## src/rtl/i2c_tgt_pkg.sv

```systemverilog
package i2c_tgt_pkg;
  typedef enum logic [2:0] {
    ST_IDLE,
    ST_ADDR,
    ST_ADDR_ACK,
    ST_WR,
    ST_WR_ACK,
    ST_RD,
    ST_RD_ACK
  } tgt_state_e;
endpackage

```

## src/rtl/i2c_tgt_sync.sv

```systemverilog
module i2c_tgt_sync #(
  parameter int STAGES = 2
) (
  input  logic clk_i,
  input  logic rst_ni,
  input  logic scl_i,
  input  logic sda_i,
  output logic scl_o,
  output logic sda_o,
  output logic scl_rise_o,
  output logic scl_fall_o,
  output logic start_o,
  output logic stop_o
);
  logic [STAGES-1:0] scl_ff, sda_ff;
  logic scl_q, sda_q;

  always_ff @(posedge clk_i or negedge rst_ni) begin
    if (!rst_ni) begin
      scl_ff <= '1;
      sda_ff <= '1;
      scl_q  <= 1'b1;
      sda_q  <= 1'b1;
    end else begin
      scl_ff <= {scl_ff[STAGES-2:0], scl_i};
      sda_ff <= {sda_ff[STAGES-2:0], sda_i};
      scl_q  <= scl_ff[STAGES-1];
      sda_q  <= sda_ff[STAGES-1];
    end
  end

  assign scl_o      = scl_ff[STAGES-1];
  assign sda_o      = sda_ff[STAGES-1];
  assign scl_rise_o = !scl_q && scl_o;
  assign scl_fall_o = scl_q && !scl_o;
  // SDA edge while SCL held high
  assign start_o    = scl_q && scl_o && sda_q && !sda_o;
  assign stop_o     = scl_q && scl_o && !sda_q && sda_o;
endmodule

```

## src/rtl/i2c_tgt_regs.sv

```systemverilog
module i2c_tgt_regs #(
  parameter int DEPTH = 16,
  parameter int PTR_W = 4
) (
  input  logic             clk_i,
  input  logic             rst_ni,
  input  logic             bus_we_i,
  input  logic [PTR_W-1:0] bus_waddr_i,
  input  logic [7:0]       bus_wdata_i,
  input  logic [PTR_W-1:0] bus_raddr_i,
  output logic [7:0]       bus_rdata_o,
  input  logic             loc_we_i,
  input  logic [PTR_W-1:0] loc_addr_i,
  input  logic [7:0]       loc_wdata_i,
  output logic [7:0]       loc_rdata_o
);
  logic [7:0] mem [DEPTH];

  for (genvar i = 0; i < DEPTH; i++) begin : g_ent
    always_ff @(posedge clk_i or negedge rst_ni) begin
      if (!rst_ni)                                   mem[i] <= '0;
      else if (bus_we_i && int'(bus_waddr_i) == i)   mem[i] <= bus_wdata_i;
      else if (loc_we_i && int'(loc_addr_i) == i)    mem[i] <= loc_wdata_i;
    end
  end

  assign bus_rdata_o = mem[bus_raddr_i];
  assign loc_rdata_o = (int'(loc_addr_i) < DEPTH) ? mem[loc_addr_i] : '0;
endmodule

```

## src/rtl/i2c_tgt_ctrl.sv

```systemverilog
module i2c_tgt_ctrl
  import i2c_tgt_pkg::*;
#(
  parameter logic [6:0] TGT_ADDR = 7'h42,
  parameter int         DEPTH    = 16,
  parameter int         PTR_W    = 4
) (
  input  logic             clk_i,
  input  logic             rst_ni,
  input  logic             scl_s_i,
  input  logic             sda_s_i,
  input  logic             scl_rise_i,
  input  logic             scl_fall_i,
  input  logic             start_i,
  input  logic             stop_i,
  input  logic [7:0]       mem_rdata_i,
  output logic [PTR_W-1:0] mem_raddr_o,
  output logic             mem_we_o,
  output logic [PTR_W-1:0] mem_waddr_o,
  output logic [7:0]       mem_wdata_o,
  output logic             sda_oe_o
);
  tgt_state_e       state_q;
  logic [3:0]       cnt_q;
  logic [7:0]       sh_q, tx_q, wdata_q;
  logic [PTR_W-1:0] ptr_q, waddr_q;
  logic             loaded_q, rd_q, oe_q, we_q;

  function automatic logic [PTR_W-1:0] ptr_inc(input logic [PTR_W-1:0] p);
    return (int'(p) == DEPTH - 1) ? '0 : p + 1'b1;
  endfunction

  always_ff @(posedge clk_i or negedge rst_ni) begin
    if (!rst_ni) begin
      state_q  <= ST_IDLE;
      cnt_q    <= '0;
      sh_q     <= '0;
      tx_q     <= '0;
      ptr_q    <= '0;
      loaded_q <= 1'b0;
      rd_q     <= 1'b0;
      oe_q     <= 1'b0;
      we_q     <= 1'b0;
      waddr_q  <= '0;
      wdata_q  <= '0;
    end else begin
      we_q <= 1'b0;
      if (start_i) begin
        state_q <= ST_ADDR;
        cnt_q   <= '0;
        oe_q    <= 1'b0;
      end else if (stop_i) begin
        state_q <= ST_IDLE;
        oe_q    <= 1'b0;
      end else begin
        case (state_q)
          ST_ADDR, ST_WR: begin
            if (scl_rise_i && cnt_q != 4'd8) begin
              sh_q  <= {sh_q[6:0], sda_s_i};
              cnt_q <= cnt_q + 4'd1;
            end else if (scl_fall_i && cnt_q == 4'd8) begin
              if (state_q == ST_ADDR) begin
                if (sh_q[7:1] == TGT_ADDR) begin
                  oe_q    <= 1'b1;
                  rd_q    <= sh_q[0];
                  state_q <= ST_ADDR_ACK;
                  if (sh_q[0]) begin
                    tx_q  <= mem_rdata_i;
                    ptr_q <= ptr_inc(ptr_q);
                  end else begin
                    loaded_q <= 1'b0;
                  end
                end else begin
                  state_q <= ST_IDLE;
                end
              end else begin
                state_q <= ST_WR_ACK;
                if (!loaded_q) begin
                  loaded_q <= 1'b1;
                  if (int'(sh_q) >= DEPTH) begin
                    ptr_q <= '0;
                    oe_q  <= 1'b0;
                  end else begin
                    ptr_q <= sh_q[PTR_W-1:0];
                    oe_q  <= 1'b1;
                  end
                end else begin
                  we_q    <= 1'b1;
                  waddr_q <= ptr_q;
                  wdata_q <= sh_q;
                  ptr_q   <= ptr_inc(ptr_q);
                  oe_q    <= 1'b1;
                end
              end
            end
          end
          ST_ADDR_ACK: if (scl_fall_i) begin
            cnt_q <= '0;
            if (rd_q) begin
              state_q <= ST_RD;
              oe_q    <= !tx_q[7];
            end else begin
              state_q <= ST_WR;
              oe_q    <= 1'b0;
            end
          end
          ST_WR_ACK: if (scl_fall_i) begin
            state_q <= ST_WR;
            cnt_q   <= '0;
            oe_q    <= 1'b0;
          end
          ST_RD: if (scl_fall_i) begin
            if (cnt_q == 4'd7) begin
              oe_q    <= 1'b0;
              state_q <= ST_RD_ACK;
            end else begin
              tx_q  <= {tx_q[6:0], 1'b0};
              oe_q  <= !tx_q[6];
              cnt_q <= cnt_q + 4'd1;
            end
          end
          ST_RD_ACK: begin
            if (scl_rise_i) begin
              if (sda_s_i) begin
                state_q <= ST_IDLE;  // controller NACK: done until START/STOP
              end else begin
                tx_q  <= mem_rdata_i;
                ptr_q <= ptr_inc(ptr_q);
              end
            end else if (scl_fall_i) begin
              state_q <= ST_RD;
              cnt_q   <= '0;
              oe_q    <= !tx_q[7];
            end
          end
          default: ;
        endcase
      end
    end
  end

  assign mem_raddr_o = ptr_q;
  assign mem_we_o    = we_q;
  assign mem_waddr_o = waddr_q;
  assign mem_wdata_o = wdata_q;
  assign sda_oe_o    = oe_q;

  p_oe_scl_low_r9: assert property (@(posedge clk_i) disable iff (!rst_ni)
    (oe_q != $past(oe_q)) |-> !$past(scl_s_i));
  p_ptr_range_r4: assert property (@(posedge clk_i) disable iff (!rst_ni)
    int'(ptr_q) < DEPTH);
  p_idle_release_r7: assert property (@(posedge clk_i) disable iff (!rst_ni)
    (state_q == ST_IDLE) |-> !oe_q);
  p_start_addr_r8: assert property (@(posedge clk_i) disable iff (!rst_ni)
    start_i |=> (state_q == ST_ADDR) && !oe_q && !we_q);
  p_stop_idle_r8: assert property (@(posedge clk_i) disable iff (!rst_ni)
    (stop_i && !start_i) |=> (state_q == ST_IDLE) && !we_q);
  p_oob_ptr_r3: assert property (@(posedge clk_i) disable iff (!rst_ni)
    (state_q == ST_WR && scl_fall_i && cnt_q == 4'd8 && !loaded_q && !start_i && !stop_i
     && int'(sh_q) >= DEPTH) |=> (ptr_q == '0) && !oe_q && !we_q);
endmodule

```

## src/rtl/i2c_tgt.sv

```systemverilog
module i2c_tgt #(
  parameter logic [6:0] TGT_ADDR  = 7'h42,
  parameter int         MEM_DEPTH = 16,
  localparam int        PTR_W     = $clog2(MEM_DEPTH)
) (
  input  logic             clk_i,
  input  logic             rst_ni,
  input  logic             scl_i,
  input  logic             sda_i,
  output logic             sda_oe_o,
  input  logic             loc_we_i,
  input  logic [PTR_W-1:0] loc_addr_i,
  input  logic [7:0]       loc_wdata_i,
  output logic [7:0]       loc_rdata_o
);
  logic scl_s, sda_s, scl_rise, scl_fall, start, stop;
  logic             mem_we;
  logic [PTR_W-1:0] mem_waddr, mem_raddr;
  logic [7:0]       mem_wdata, mem_rdata;

  i2c_tgt_sync #(.STAGES(2)) u_sync (
    .clk_i, .rst_ni, .scl_i, .sda_i,
    .scl_o(scl_s), .sda_o(sda_s), .scl_rise_o(scl_rise), .scl_fall_o(scl_fall),
    .start_o(start), .stop_o(stop)
  );

  i2c_tgt_ctrl #(.TGT_ADDR(TGT_ADDR), .DEPTH(MEM_DEPTH), .PTR_W(PTR_W)) u_ctrl (
    .clk_i, .rst_ni,
    .scl_s_i(scl_s), .sda_s_i(sda_s), .scl_rise_i(scl_rise), .scl_fall_i(scl_fall),
    .start_i(start), .stop_i(stop),
    .mem_rdata_i(mem_rdata), .mem_raddr_o(mem_raddr),
    .mem_we_o(mem_we), .mem_waddr_o(mem_waddr), .mem_wdata_o(mem_wdata),
    .sda_oe_o
  );

  i2c_tgt_regs #(.DEPTH(MEM_DEPTH), .PTR_W(PTR_W)) u_regs (
    .clk_i, .rst_ni,
    .bus_we_i(mem_we), .bus_waddr_i(mem_waddr), .bus_wdata_i(mem_wdata),
    .bus_raddr_i(mem_raddr), .bus_rdata_o(mem_rdata),
    .loc_we_i, .loc_addr_i, .loc_wdata_i, .loc_rdata_o
  );
endmodule

```

## config.mk

```make
export PLATFORM = sky130hd
export DESIGN_NAME = i2c_tgt
export DESIGN_NICKNAME = d
export VERILOG_FILES = /design/src/rtl/i2c_tgt_pkg.sv /design/src/rtl/i2c_tgt_sync.sv /design/src/rtl/i2c_tgt_regs.sv /design/src/rtl/i2c_tgt_ctrl.sv /design/src/rtl/i2c_tgt.sv
export SDC_FILE = /design/constraint.sdc
export NUM_CORES = 1
export LEC_CHECK = 0
export BUFFER_PORTS_ARGS = -buffer_cell sky130_fd_sc_hd__clkbuf_2
export CORE_ASPECT_RATIO = 0.8
export CORE_MARGIN = 3
export CORE_UTILIZATION = 60
export DETAILED_ROUTE_END_ITERATION = 12
export GPL_TIMING_DRIVEN = 1
export HOLD_SLACK_MARGIN = 0.08
export PLACE_DENSITY = 0.74
export SLEW_MARGIN = 20
export SYNTH_ARGS = -nofsm -noshare
export SYNTH_HDL_FRONTEND = slang
export SYNTH_HIERARCHICAL = 1
export SYNTH_SLANG_ARGS = --single-unit
export TNS_END_PERCENT = 20
```

## constraint.sdc

```tcl
create_clock -name clk_i -period 3.29 [get_ports clk_i]
set_clock_uncertainty 0.1 [all_clocks]
set_input_delay 0 -clock clk_i [delete_from_list [all_inputs] [get_ports clk_i]]
set_output_delay 0 -clock clk_i [all_outputs]
set_load 0.01 [all_outputs]
```

==> out/qor.txt <==
Final standard cell count with taps included and fillers excluded = 1,369
Syn Std Cell Area = 11,200 µm²
Drc violations = 0
Share of synthesized registers carrying an async set or reset = 1.00
Hold crit path type = in2reg
# H-tree levels = 4
Relative contribution of sequential cells to total power = 0.397
Placed cell count = 1,323
Antenna violations before repair = 0
Total count of hold-check failures in the final report = 0
Post-synth EDFFs = 0
Sequential share of the synthesized area = 0.397
Number of placed I/O pins = 26
Multiplexer share of the synthesized area = 0.167
Maximum number of pins on one net before global-route repair = 64
Count of maximum capacitance violations = 0
Cells taking the most area after synthesis = dfrtp_1 (38%), mux4_2 (13%), a31oi_1 (7.3%)
Vias = 10,700
Port bufs = 25
Final number of setup-violating endpoints = 0
Via count of the first global-routing pass = 9,981
Total routing usage reported by global routing = 0.392
Arr. time, crit path = 3.13 ns
Clock Tree Root = clkbuf_16
Actual slew at the worst max-slew pin = 1.16 ns
Leakage = 4.42 nW
Series of cell instances along the critical path = nor2b_1 -> inv_1 -> or2_2 -> o21ai_0 -> or3b_1 -> mux2_4
Maximum clock frequency = 343 MHz
Maximum fanout encountered on the critical timing path = 10
CP max stage delay = 0.61 ns
Crit-path slowest cell = or3b_1
Number of synthesized register bits = 177
Detailed-placement wirelength estimate = 24.0 mm
Number of distinct library cells after synthesis = 63
Number of nets still failing antenna checks after routing = 0
Hold Worst Slack = 0.0960 ns
Effective utilization at floorplan = 0.627
Nets = 1,130
Adder and majority cell fraction of the synthesized area = 0.00426
Clk_lat worst skew = 0.45 ns
Net Sw Frac = 0.364
Final wirelength = 39.4 mm
Minimum period implied by the final worst setup slack = 2.91 ns
Clock tree from TritonCTS = built
Final design instance area without fill = 12,000 µm²
Largest vdd supply drop = 0.000357 V
Switching power total = 3.08 mW
Number of post-CTS setup repair buffers = 0
CTS Buffer Depth = 2
Post-synthesis average cell area = 9.49 µm²
Final routed wire length divided by cell count = 28.8 µm
Post-synth top area share = 0.383
Post-place instance area = 11,200 µm²
Cell type contributing the most total cell area after synthesis = dfrtp_1
Share of the cycle needed by the critical path after routing = 0.885
Synth Instances = 1,177
TritonCTS Buffers = 17
Simple-gate area share of the yosys netlist = 0.184
Combinational family with the most area after synthesis = simple AND/OR/NAND/NOR gates
Worst slack at placement = 0.430 ns
Relative max-transition margin = 0.222
Crit path required time = 3.51 ns
DR iter-0 viols = 1,723
Number of synthesis warnings = 6
Sum Neg Setup Slack = 0 ns
Wire length of the first global-routing pass = 59.9 mm
Grt total ovfl = 0
Final slew viol count = 0
Layout Area Growth over Synthesis = 7.32%
Filler cell count in the final layout = 1,384
Final Util = 0.673
Total core area = 17,800 µm²
Setup repair after global routing missed its margin = no
Post-synth net total = 1,197
Status = complete, no violations
Clock Power Share = 0.251
Area of the die = 20,300 µm²
Combinational share of power = 0.352
CP endpoint kind = flip-flop
Post-detailed-route via-to-cell ratio = 7.80
TritonCTS sink count = 177
Power density cells = 706 nW/µm²
Top FF cell, synth = dfrtp_1
Synth Area in Compound Gates = 0.181
First-pass iteration count of the detailed router = 7
Routability cong. = 0.960
Number of antenna cells inserted = 0
Die Span Y = 128 µm
Internal power = 5.39 mW
Area share of xor/xnor cells in the synthesized design = 0
Total chip power = 8.47 mW
Cell Rows = 43
Post-layout worst setup margin = 0.378 ns
Horizontal extent of the die = 159 µm
Kind of launch point of the worst setup path = flip-flop
Proportion of layout cells with a drive suffix above 1 = 0.198
Worst-path clk slew = 0.07 ns
Category of the most critical setup path = reg2reg
[placed cells by master (no fill, tap or decap), types with 6 or more instances in the layout]
master	netlist	final
nand3b_1	6	6
nand3_1	137	137
o21ai_1	32	32
a22oi_1	34	34
nand2b_1	10	10
clkbuf_2	8	24
a21oi_1	11	11
mux4_2	64	64
buf_4	7	35
or2_2	13	13
inv_1	7	7
mux2_2	27	27
clkbuf_16	0	17
nor2_1	12	12
dfstp_2	6	6
o21ai_0	104	104
nor3_1	132	132
a31oi_1	130	130
nor2b_1	12	10
dlygate4sd3_1	0	13
dfrtp_1	171	170
mux2_4	7	7
nand2_1	29	29
[sequential cells by signal (all words and copies together), names as in the netlist, 3 cells and up]
signal and cells:
u_ctrl/state_q 3, u_ctrl/tx_q 8, u_ctrl/cnt_q 4, u_regs/mem 128, u_ctrl/mem_waddr_o 4, u_ctrl/mem_raddr_o 4, u_ctrl/mem_wdata_o 8, u_ctrl/sh_q 8
[worst max-delay path, delay by kind of cell (launching register included)]
kind            cells  cell delay (ns)
flops               1             0.54
compound gates      1             0.14
buf+inv             1             0.16
mux                 1             0.39
simple gates        3             1.47
[path summary, 6_finish.rpt]
kind / from / slack (ns) / cells past startpoint / to
worst max-delay path: u_sync/scl_q / 0.38 / 6 / u_ctrl/tx_q[5]
min in group asynchronous: rst_ni / 0.58 / 3 / u_sync/sda_ff[0]
worst max register to register: u_sync/scl_q / 0.38 / 6 / u_ctrl/tx_q[5]
worst min register to register: u_sync/scl_ff[0] / 0.26 / 0 / u_sync/scl_ff[1]
worst min-delay path: scl_i / 0.1 / 2 / u_sync/scl_ff[0]
max in group asynchronous: rst_ni / 1.98 / 4 / u_regs/mem[95]
[area by class of cell]
cell class / count / area [µm²] / area share
multi-input combinational: 829 / 6000 / 0.500
timing repair buffer: 78 / 623 / 0.0520
clock buffer: 19 / 453 / 0.0378
sequential: 177 / 4440 / 0.370
inverter: 7 / 26.3 / 0.00219
tap: 247 / 309 / 0.0258
clock inverter: 12 / 145 / 0.0121
[power by group through the flow]
stage                     Sequential, mW  Combinational (mW)  Clock (mW)
after floorplan                     3.01                2.34           0
after global placement              3.33                2.78           0
after detailed placement            3.34                2.87           0
after CTS                           3.32                2.89        2.13
after global routing                3.41                3.17        2.21
final                               3.36                2.98        2.13
[repair_timing]
item	in CTS	in global routing
hold endpoints to repair	243	1
hold buffers	13	1
gates resized for setup	0	0
[cell usage after synthesis, drive strengths merged, types with 5 or more instances]
library cell,count
a21oi,11
a22oi,34
a311oi,5
a31oi,130
buf,57
clkbuf,107
dfrtp,171
dfstp,6
inv,7
mux2,34
mux4,64
nand2,29
nand2b,10
nand3,137
nand3b,7
nor2,13
nor2b,13
nor3,132
o21ai,136
o22ai,5
or2,21
[cell families after synthesis]
kind of cell             count (synthesis)
buffers and inverters                  171
adder cells (fa/ha/maj)                  4
flip-flops                             177
AND/OR/NAND/NOR                        388
multiplexers                           100
AO/OA/AOI/OAI                          337
[routing by layer]
layer	track usage	share of wire
met5	0	0
met4	0.185	0.051
met3	0.154	0.18
met2	0.520	0.41
met1	0.563	0.37
No activity file was read; power rests on OpenSTA's default activity.
